File: config.mk
export PLATFORM = sky130hd
export DESIGN_NAME = quad_phase_seq
export DESIGN_NICKNAME = d
export VERILOG_FILES = /design/src/rtl/qps_pkg.sv /design/src/rtl/qps_ring.sv /design/src/rtl/qps_hold.sv /design/src/rtl/qps_strobes.sv /design/src/rtl/quad_phase_seq.sv
export SDC_FILE = /design/constraint.sdc
export NUM_CORES = 1
export LEC_CHECK = 0
export BUFFER_PORTS_ARGS = -buffer_cell sky130_fd_sc_hd__buf_2
export CORE_AREA = 2 2 39 41
export DETAILED_ROUTE_END_ITERATION = 12
export DIE_AREA = 0 0 41 43
export SLEW_MARGIN = 0
export SYNTH_ARGS = -nofsm -noshare
export SYNTH_HDL_FRONTEND = slang
export SYNTH_SLANG_ARGS = --single-unit
File: constraint.sdc
create_clock -name clk_i -period 1.3 [get_ports clk_i]
set_input_delay 0.065 -clock clk_i [delete_from_list [all_inputs] [get_ports clk_i]]
set_output_delay 0.065 -clock clk_i [all_outputs]
set_load 0.01 [all_outputs]
File: src/rtl/qps_pkg.sv
package qps_pkg;
   typedef enum logic [2:0] {
      PH_ONE   = 3'd0,
      PH_TWO   = 3'd1,
      PH_THREE = 3'd2,
      PH_FOUR  = 3'd3,
      PH_TRAP  = 3'd4
   } phase_e;

   typedef struct packed {
      logic advance;
      logic opread;
      logic immroute;
      logic wrcopy;
      logic capture;
      logic commit;
      logic addrdrv;
      logic decode;
   } strobe_s;
endpackage

File: src/rtl/qps_ring.sv
module qps_ring
   import qps_pkg::*;
#(
   parameter int IRQ_EN = 1
) (
   input  logic   clk_i,
   input  logic   rst_i,
   input  logic   irq_i,
   output phase_e ph_o
);
   phase_e ph_q, ph_d;

   generate
      if (IRQ_EN != 0 && IRQ_EN != 1) begin : g_bad_cfg
         $error("qps_ring: IRQ_EN must be 0 or 1");
      end
   endgenerate

   generate
      if (IRQ_EN == 1) begin : g_trap
         always_comb begin
            unique case (ph_q)
               PH_ONE:   ph_d = PH_TWO;
               PH_TWO:   ph_d = PH_THREE;
               PH_THREE: ph_d = PH_FOUR;
               PH_FOUR:  ph_d = irq_i ? PH_TRAP : PH_ONE;
               default:  ph_d = PH_ONE;
            endcase
         end
         p_trap_entry_r9: assert property (@(posedge clk_i) disable iff (rst_i)
            (ph_q == PH_FOUR && irq_i) |=> (ph_q == PH_TRAP));
         p_trap_exit_r9: assert property (@(posedge clk_i) disable iff (rst_i)
            (ph_q == PH_TRAP) |=> (ph_q == PH_ONE));
      end else begin : g_notrap
         logic unused_irq;
         assign unused_irq = irq_i;
         always_comb begin
            unique case (ph_q)
               PH_ONE:   ph_d = PH_TWO;
               PH_TWO:   ph_d = PH_THREE;
               PH_THREE: ph_d = PH_FOUR;
               default:  ph_d = PH_ONE;
            endcase
         end
      end
   endgenerate

   always_ff @(posedge clk_i) begin
      if (rst_i) ph_q <= PH_ONE;
      else       ph_q <= ph_d;
   end

   assign ph_o = ph_q;

   p_ring_order_r2: assert property (@(posedge clk_i) disable iff (rst_i)
      (ph_q == PH_ONE) |=> (ph_q == PH_TWO));
   p_ring_mid_r2: assert property (@(posedge clk_i) disable iff (rst_i)
      (ph_q == PH_TWO || ph_q == PH_THREE) |=> (ph_q == $past(ph_q) + 3'd1));
   p_ring_wrap_r2: assert property (@(posedge clk_i) disable iff (rst_i)
      (ph_q == PH_FOUR && !irq_i) |=> (ph_q == PH_ONE));
endmodule

File: src/rtl/qps_hold.sv
module qps_hold
   import qps_pkg::*;
(
   input  logic   clk_i,
   input  logic   rst_i,
   input  phase_e ph_i,
   input  logic   mem_op_i,
   output logic   stall_o
);
   logic stall_q;
   logic decide;

   assign decide = (ph_i == PH_THREE);

   always_ff @(posedge clk_i) begin
      if (rst_i)
         stall_q <= 1'b0;
      else if (decide)
         stall_q <= stall_q ? 1'b0 : mem_op_i;
   end

   assign stall_o = stall_q;

   p_stall_set_r6: assert property (@(posedge clk_i) disable iff (rst_i)
      (decide && !stall_q && mem_op_i) |=> stall_q);
   p_stall_clear_r7: assert property (@(posedge clk_i) disable iff (rst_i)
      (decide && stall_q) |=> !stall_q);
   p_stall_hold_r10: assert property (@(posedge clk_i) disable iff (rst_i)
      !decide |=> $stable(stall_q));
endmodule

File: src/rtl/qps_strobes.sv
module qps_strobes
   import qps_pkg::*;
(
   input  phase_e  ph_i,
   input  logic    stall_i,
   input  logic    mem_op_i,
   output strobe_s stb_o
);
   logic run;
   assign run = !stall_i;

   always_comb begin
      stb_o = '0;
      unique case (ph_i)
         PH_ONE: begin
            stb_o.advance = run;
            stb_o.opread  = run;
         end
         PH_TWO: begin
            stb_o.wrcopy   = 1'b1;
            stb_o.immroute = run;
         end
         PH_THREE: begin
            stb_o.capture = 1'b1;
            stb_o.commit  = run && mem_op_i;
         end
         PH_FOUR: begin
            stb_o.addrdrv = 1'b1;
            stb_o.decode  = run;
         end
         default: stb_o = '0;
      endcase
   end
endmodule

File: src/rtl/quad_phase_seq.sv
module quad_phase_seq
   import qps_pkg::*;
#(
   parameter int IRQ_EN = 1,
   localparam int NPH   = 4 + IRQ_EN
) (
   input  logic           clk_i,
   input  logic           rst_i,
   input  logic           mem_op_i,
   input  logic           irq_i,
   output logic [NPH-1:0] phase_o,
   output logic           adv_o,
   output logic           opread_o,
   output logic           imm_o,
   output logic           wrcopy_o,
   output logic           capture_o,
   output logic           commit_o,
   output logic           addr_o,
   output logic           decode_o,
   output logic           stall_o
);
   phase_e  ph;
   logic    stall;
   strobe_s stb;

   qps_ring #(.IRQ_EN(IRQ_EN)) ring_i (
      .clk_i (clk_i),
      .rst_i (rst_i),
      .irq_i (irq_i),
      .ph_o  (ph)
   );

   qps_hold hold_i (
      .clk_i    (clk_i),
      .rst_i    (rst_i),
      .ph_i     (ph),
      .mem_op_i (mem_op_i),
      .stall_o  (stall)
   );

   qps_strobes strobes_i (
      .ph_i     (ph),
      .stall_i  (stall),
      .mem_op_i (mem_op_i),
      .stb_o    (stb)
   );

   generate
      for (genvar i = 0; i < NPH; i++) begin : g_onehot
         assign phase_o[i] = (ph == phase_e'(i));
      end
   endgenerate

   assign adv_o     = stb.advance;
   assign opread_o  = stb.opread;
   assign imm_o     = stb.immroute;
   assign wrcopy_o  = stb.wrcopy;
   assign capture_o = stb.capture;
   assign commit_o  = stb.commit;
   assign addr_o    = stb.addrdrv;
   assign decode_o  = stb.decode;
   assign stall_o   = stall;

   p_onehot_r2: assert property (@(posedge clk_i) disable iff (rst_i)
      $countones(phase_o) == 1);
   p_commit_single_r10: assert property (@(posedge clk_i) disable iff (rst_i)
      commit_o |=> !commit_o);
   p_no_decode_after_commit_r6: assert property (@(posedge clk_i) disable iff (rst_i)
      commit_o |=> (addr_o && !decode_o));
   p_capture_then_addr_r5: assert property (@(posedge clk_i) disable iff (rst_i)
      capture_o |=> addr_o);
   p_wrcopy_single_r4: assert property (@(posedge clk_i) disable iff (rst_i)
      wrcopy_o |=> (capture_o && !wrcopy_o));
endmodule

# [Yosys cells after proc, flatten, opt, wreduce, memory -nomap -nowiden]
# Index checks and enable logic that the tools add are counted.
[word_totals] output_inout_bits=14 input_bits=4 word_cells=16 ff_bits=4
[op_classes] n_reduce_logical=3 eq_ne=4 n_mux=7
[ops] operator="$pmux W3 S4" n=1
[ops] operator="$mux W2" n=4
[ops] operator="$eq A3 B2 Y1 const B" n=2
[ops] operator="$eq A3 B1 Y1 const B" n=1
[ops] operator="$eq A3 B3 Y1 const B" n=1
[ops] operator="$logic_not A3 Y1" n=1
[ops] operator="$mux W3" n=1
[ops] operator="$logic_and A1 B1 Y1" n=1
[ops] operator="$logic_not A1 Y1" n=1
[ops] operator="$mux W1" n=1

# [Depth between registers and ports, before layout]
# Gate-level depths: netlist (run 1).
[logic_depth] word_depth=3 depth_mapped=4 ltp_nobuf=2

# [By module]
# A second synthesis (run 1) with hierarchy kept.
[unflattened] hier_cells=29 area_unflattened_um2=256.5
[by_module_without_submodules] module="qps_ring" n_inst=1 cells_each=8 area_per_inst_um2=93.8 seq_area_each_um2=60.1
[by_module_without_submodules] module="qps_strobes" n_inst=1 cells_each=11 area_per_inst_um2=71.3 seq_area_each_um2=0.0
[by_module_without_submodules] module="qps_hold" n_inst=1 cells_each=5 area_per_inst_um2=53.8 seq_area_each_um2=20.0
[by_module_without_submodules] module="quad_phase_seq" n_inst=1 cells_each=5 area_per_inst_um2=37.5 seq_area_each_um2=0.0

# [Worst setup path after synthesis (run 1)]
# Ideal clock, no wire load.
[synth_timing] kind="flip-flop to output port" from="register ring_i.ph_q[2] (netlist: ring_i.ph_o[2])" to="output opread_o" arrival_ps=1146 path_stages_with_launch=4 slack_ps=89 path_cell_list="dfxtp_1 > buf_6 > nor4_1 > buf_4"
[synth_via] elab_chain_cells=2
[synth_lines] element="start, declared" line="qps_ring.sv:11" text="phase_e ph_q, ph_d;"
[synth_lines] element="start signal, assigned" line="qps_ring.sv:50" text="else ph_q <= ph_d;"
[synth_lines] element="$logic_not A3 Y1" line="qps_strobes.sv:14" text="unique case (ph_i)"
[synth_lines] element="$mux W2" line="qps_strobes.sv:14"
[synth_lines] element="end, declared" line="quad_phase_seq.sv:13" text="output logic opread_o,"
# Every way passes these cells.

# [Worst setup path after layout (run 1)]
[layout_timing] from="register ring_i.ph_q[1] (netlist: ring_i.ph_o[1])" to="output commit_o"
[layout_via] elab_chain_cells=2
[layout_lines] element="$eq A3 B2 Y1" line="qps_strobes.sv:14"
[layout_lines] element="$mux W2" line="qps_strobes.sv:14"
[layout_lines] element="end, declared" line="quad_phase_seq.sv:17" text="output logic commit_o,"
# Every way passes these cells.

==> metrics, run 1 <==
status completed; internal power 0.298 mW; boundary pin count 18; DR vias/cell 4.10; clock sinks 4; H-tree depth 1; hpwl dp 395 um; Layout area overhead 33.5%; syn nets 32; Mapped Cells 28; share of layout cells above drive strength 1 64.3%; worst skew pair latency 0.24 ns; # nets final 48; Die X 41 um; clock root buffer clkbuf_4; Synth Area in XOR/XNOR 3.21%; antenna-violating nets left 0; wire per inst 9.67 um; relative slew slack 85.0%; CTS tree done; largest family of logic cells by synthesized area simple AND/OR/NAND/NOR gates; Worst Tran Pin Value 0.222 ns; Reg power frac 36.3%; Cell variety after synth 15; Worst EP arrival 1.15 ns; drt pass-1 iters 1; max cap viols 0; Tmin final 1.21 ns; Area after DPL 322 sq um; First DRT Iteration DRCs 0; Total GRT Usage 8.14%; final setup violating endpoints 0; first-pass GRT wire length 910 um; Crit Path Class flop to primary output; RSZ-0062 raised after global routing false; setup tns final 0 ns; power per standard cell area 1160 nW/um^2; mux share of post-synthesis cell area 3.67%; I/O Buffers 17; Synth top area share 29.4%; final worst-path cycle share 93.4%; top cells by area, synth dfxtp_1 (29%), buf_4 (17%), and3b_1 (9.6%); clock skew 0.00446 ns; crit path launch type flop; Switch Pwr 0.126 mW; Total Die Area 1760 sq um; Post-Syn Area 273 sq um; final WL 561 um; Post-route DRC 0; initial antenna violation count 0; critical path fanouts, max 8; post-route cell area 364 sq um; mean area per synthesized cell 9.74 sq um; Hold Crit Class primary input to flop; grt ovf 0; post-synthesis register bit count 4; clock share of power 37.2%; Vias 238; Final Hold Viols 0; largest area contributor in the netlist dfxtp_1; area of the multi-input gates 143 sq um; Compound-Gate Fraction of Synth Area 0%; largest net degree at the start of global routing 11; sequential area share after synthesis 29.4%; Critical Path RT 1.24 ns; clk buf depth 2; die height 43 um; TritonCTS Buffers 3; Static Leak 0.188 nW; simple-gate share of the synthesized area 43.1%; Comb pwr share 26.5%; CORE AREA 1380 sq um; Yosys warnings 0; Sw Ratio 29.7%; Final GP Congestion 0.561; Setup crit end kind primary output; starting density of the core 19.7%; Slew Limit Fails 0; Adder-Cell Fraction of Synth Area 0%; VDD IR max 0.270 mV; fillers 170; number of diodes 0; Hold-fix buffers, CTS 0; Seq. cell area 86.3 sq um; cell row count 14; Worst-path clk slew 0.04 ns; vias in the first global route 211; Max Fclk 824 MHz
==> cells by family after synthesis <==
kind of cell | Yosys count
AND/OR/NAND/NOR | 15
XOR/XNOR | 1
multiplexers | 1
buffers and inverters | 7
flip-flops | 4
==> sequential cells by signal (all words and copies together) (netlist names) <==
signal and count:
ring_i.ph_o 3, hold_i.stall_o 1
==> through the flow <==
step	hold slack, ns	power (mW)	setup slack [ns]	utilization [%]	cells
2_1_floorplan	0.136	0.238	0.0893	-	28
3_3_place_gp	0.286	0.258	0.245	23.2	54
3_5_place_dp	0.288	0.258	0.237	23.2	54
4_1_cts	0.0291	0.423	0.00634	25.0	57
5_1_grt	0.0389	0.455	0.0407	26.3	58
6_report	0.0322	0.423	0.0863	26.3	58
==> power groups by stage <==
stage	Clock, mW	Combinational (mW)	Sequential [mW]
after floorplan	0	0.0999	0.139
after global placement	0	0.106	0.152
after detailed placement	0	0.106	0.152
after CTS	0.165	0.107	0.151
after global routing	0.173	0.124	0.158
final	0.158	0.112	0.154
==> final timing paths <==
kind	from	endpoint	slack, ns	cells past startpoint
max reg2reg	hold_i.stall_o	hold_i.stall_o	0.35	2
min reg2reg	ring_i.ph_o[0]	ring_i.ph_o[0]	0.54	1
min	rst_i	ring_i.ph_o[1]	0.03	2
max	ring_i.ph_o[1]	commit_o	0.09	3
==> cells in the mapped netlist <==
library cell,n
buf_4,6
dfxtp_1,4
nor3_1,4
and3b_1,3
and4bb_2,1
buf_6,1
mux2i_1,1
nand2b_1,1
nor2_1,1
nor3b_1,1
nor3b_4,1
nor4_1,1
or2b_1,1
or3b_1,1
xnor2_1,1
==> final cells by class <==
class                           count  area share [%]
Clock buffer                        3            6.19
Multi-Input combinational cell     17            39.2
Sequential cell                     4            23.7
Tap cell                           16            5.50
Timing Repair Buffer               18            25.4
==> placed cells by master (no fill, tap or decap), drive strengths merged <==
cell type / netlist / final
and3b: 3 / 3
clkbuf: 0 / 3
xnor2: 1 / 1
mux2i: 1 / 1
nor3b: 2 / 2
or2b: 1 / 1
nand2b: 1 / 1
nor2: 1 / 1
and4bb: 1 / 1
or3b: 1 / 1
nor3: 4 / 4
buf: 7 / 18
dfxtp: 4 / 4
nor4: 1 / 1
==> critical path, cell delays in order, from the launching register on <==
cell     delay, ns
dfxtp_4       0.38
nor3b_4       0.23
and3b_1       0.18
buf_2         0.12
==> routing by layer <==
metal | wire length [um] | global-route usage [%] | vias up
li1 | - | - | 121
met1 | 232 | 10.3 | 103
met2 | 255 | 9.69 | 12
met3 | 53 | 3.14 | 2
met4 | 20 | 8.00 | 0
met5 | 0 | 0 | -
==> repair_timing <==
action	in CTS	in global routing
setup buffers	0	1
setup endpoints to repair	1	10
pin swaps	0	2
gates resized for setup	1	4
No activity file was read; power rests on OpenSTA's default activity.
==> inputs of run 2 (changes only) <==
--- a/config.mk
+++ b/config.mk
@@ -9,6 +9,7 @@
 export CORE_AREA = 2 2 39 41
 export DETAILED_ROUTE_END_ITERATION = 12
 export DIE_AREA = 0 0 41 43
+export RECOVER_POWER = 25
 export SLEW_MARGIN = 0
 export SYNTH_ARGS = -nofsm -noshare
 export SYNTH_HDL_FRONTEND = slang
==> metrics, run 2 (synthesis gave the netlist of run 1 again) <==
status completed (unchanged); worst skew pair latency 0.24 ns (about the same); Hold Crit Class primary input to flop (unchanged); clock share of power 37.2% (about the same); internal power 0.297 mW (was 0.298 mW); starting density of the core 19.7% (unchanged); cell row count 14 (unchanged); clk buf depth 2 (unchanged); Final GP Congestion 0.561 (unchanged); First DRT Iteration DRCs 0 (unchanged); Cells after DPL 54 (unchanged); Post-route DRC 0 (unchanged); RSZ-0062 raised after global routing false (unchanged); Largest register FFs 3 (unchanged); grt met3 use 3.14% (unchanged); final setup violating endpoints 0 (unchanged); Area after DPL 322 sq um (unchanged); setup tns final 0 ns (unchanged); Tmin final 1.21 ns (unchanged); Layout area overhead 33.0% (was 33.5%); Vias 238 (unchanged); Switch Pwr 0.126 mW (about the same); hold slack 0.0322 ns (unchanged); Worst Tran Pin Value 0.222 ns (unchanged); hpwl dp 395 um (unchanged); final worst-path cycle share 93.4% (unchanged); Sw Ratio 29.7% (about the same); grt ovf 0 (unchanged); VDD IR max 0.270 mV (about the same); Die X 41 um (unchanged); I/O Buffers 17 (unchanged); Setup crit end kind primary output (unchanged); clock root buffer clkbuf_4 (unchanged); setup ws final 0.0863 ns (unchanged); Slew Limit Fails 0 (unchanged); CTS tree done (unchanged); boundary pin count 18 (unchanged); power per standard cell area 1170 nW/um^2 (was 1160 nW/um^2); fillers 171 (was 170); busiest grt layer met1 (unchanged); Total GRT Usage 8.14% (unchanged); Final Core Density 26.2% (was 26.3%); number of diodes 0 (unchanged); wire per inst 9.67 um (unchanged); Power Total 0.423 mW (about the same); post-route cell area 363 sq um (was 364 sq um); # nets final 48 (unchanged); pre-CTS WS 0.237 ns (unchanged); final WL 561 um (unchanged); max cap viols 0 (unchanged); Finished Layout Cells 58 (unchanged); critical path fanouts, max 8 (unchanged); Comb pwr share 26.4% (was 26.5%); met1 GRT Util 10.3% (unchanged); relative slew slack 85.0% (unchanged); Worst EP arrival 1.15 ns (about the same); DR vias/cell 4.10 (unchanged); crit path launch type flop (unchanged); H-tree depth 1 (unchanged); clock skew 0.00446 ns (unchanged); TritonCTS Buffers 3 (unchanged); die height 43 um (unchanged); Reg power frac 36.4% (was 36.3%); initial antenna violation count 0 (unchanged); largest net degree at the start of global routing 11 (unchanged); Static Leak 0.183 nW (was 0.188 nW); share of layout cells above drive strength 1 61.9% (was 64.3%); most frequent cells in the layout buf_2 (16), nor3_1 (4), and3b_1 (3), clkbuf_4 (3), dfxtp_2 (2) (was buf_2 (17), nor3_1 (4), and3b_1 (3), clkbuf_4 (3), dfxtp_2 (2)); Final Hold Viols 0 (unchanged); CORE AREA 1380 sq um (unchanged); met2 Track Usage GR 9.69% (unchanged); first-pass GRT wire length 910 um (unchanged); Total Die Area 1760 sq um (unchanged); antenna-violating nets left 0 (unchanged); vias in the first global route 211 (unchanged); Critical Path RT 1.24 ns (about the same); Max Fclk 824 MHz (unchanged); drt pass-1 iters 1 (unchanged); Worst-path clk slew 0.04 ns (about the same); Crit Path Class flop to primary output (unchanged); clock sinks 4 (unchanged); commonest non-fill, non-tap cell in the layout buf_2 (unchanged)
run 2: worst max-delay path: stages, from the launching register on:
cell and delay (ns):
dfxtp_4 0.38, nor3b_4 0.23, and3b_1 0.18, buf_2 0.12
run 2: final timing paths:
check | slack (ns) | start | endpoint | cells past startpoint
max | 0.09 | ring_i.ph_o[1] | commit_o | 3
min | 0.03 | rst_i | ring_i.ph_o[1] | 2
max reg2reg | 0.35 | hold_i.stall_o | hold_i.stall_o | 2
min reg2reg | 0.54 | ring_i.ph_o[0] | ring_i.ph_o[0] | 1
run 2: power by group through the flow:
stage | Sequential (mW) | Combinational, mW | Clock [mW]
6_report | 0.154 | 0.112 | 0.158
3_3_place_gp | 0.152 | 0.106 | 0
2_1_floorplan | 0.139 | 0.0999 | 0
3_5_place_dp | 0.152 | 0.106 | 0
4_1_cts | 0.151 | 0.107 | 0.165
5_1_grt | 0.158 | 0.124 | 0.173
run 2: layout make-up:
| class | instances | area, sq um | share of cell area, % |
|---|---|---|---|
| Clock buffer | 3 | 22.5 | 6.21 |
| Multi-Input combinational cell | 17 | 143 | 39.3 |
| Sequential cell | 4 | 86.3 | 23.8 |
| Tap cell | 16 | 20.0 | 5.52 |
| Timing Repair Buffer | 18 | 91.3 | 25.2 |
run 2: layer usage:
layer	part of all wire [%]	wire length [um]
met1	41	232
met2	45	255
met3	9.4	53
met4	3.6	20
met5	0	0
run 2: what timing repair did:
item                                    CTS  global route
hold buffers                              0             0
endpoints found under the setup margin    1            10
pin swaps                                 0             2
resized for setup                         1             4
setup buffers                             0             1
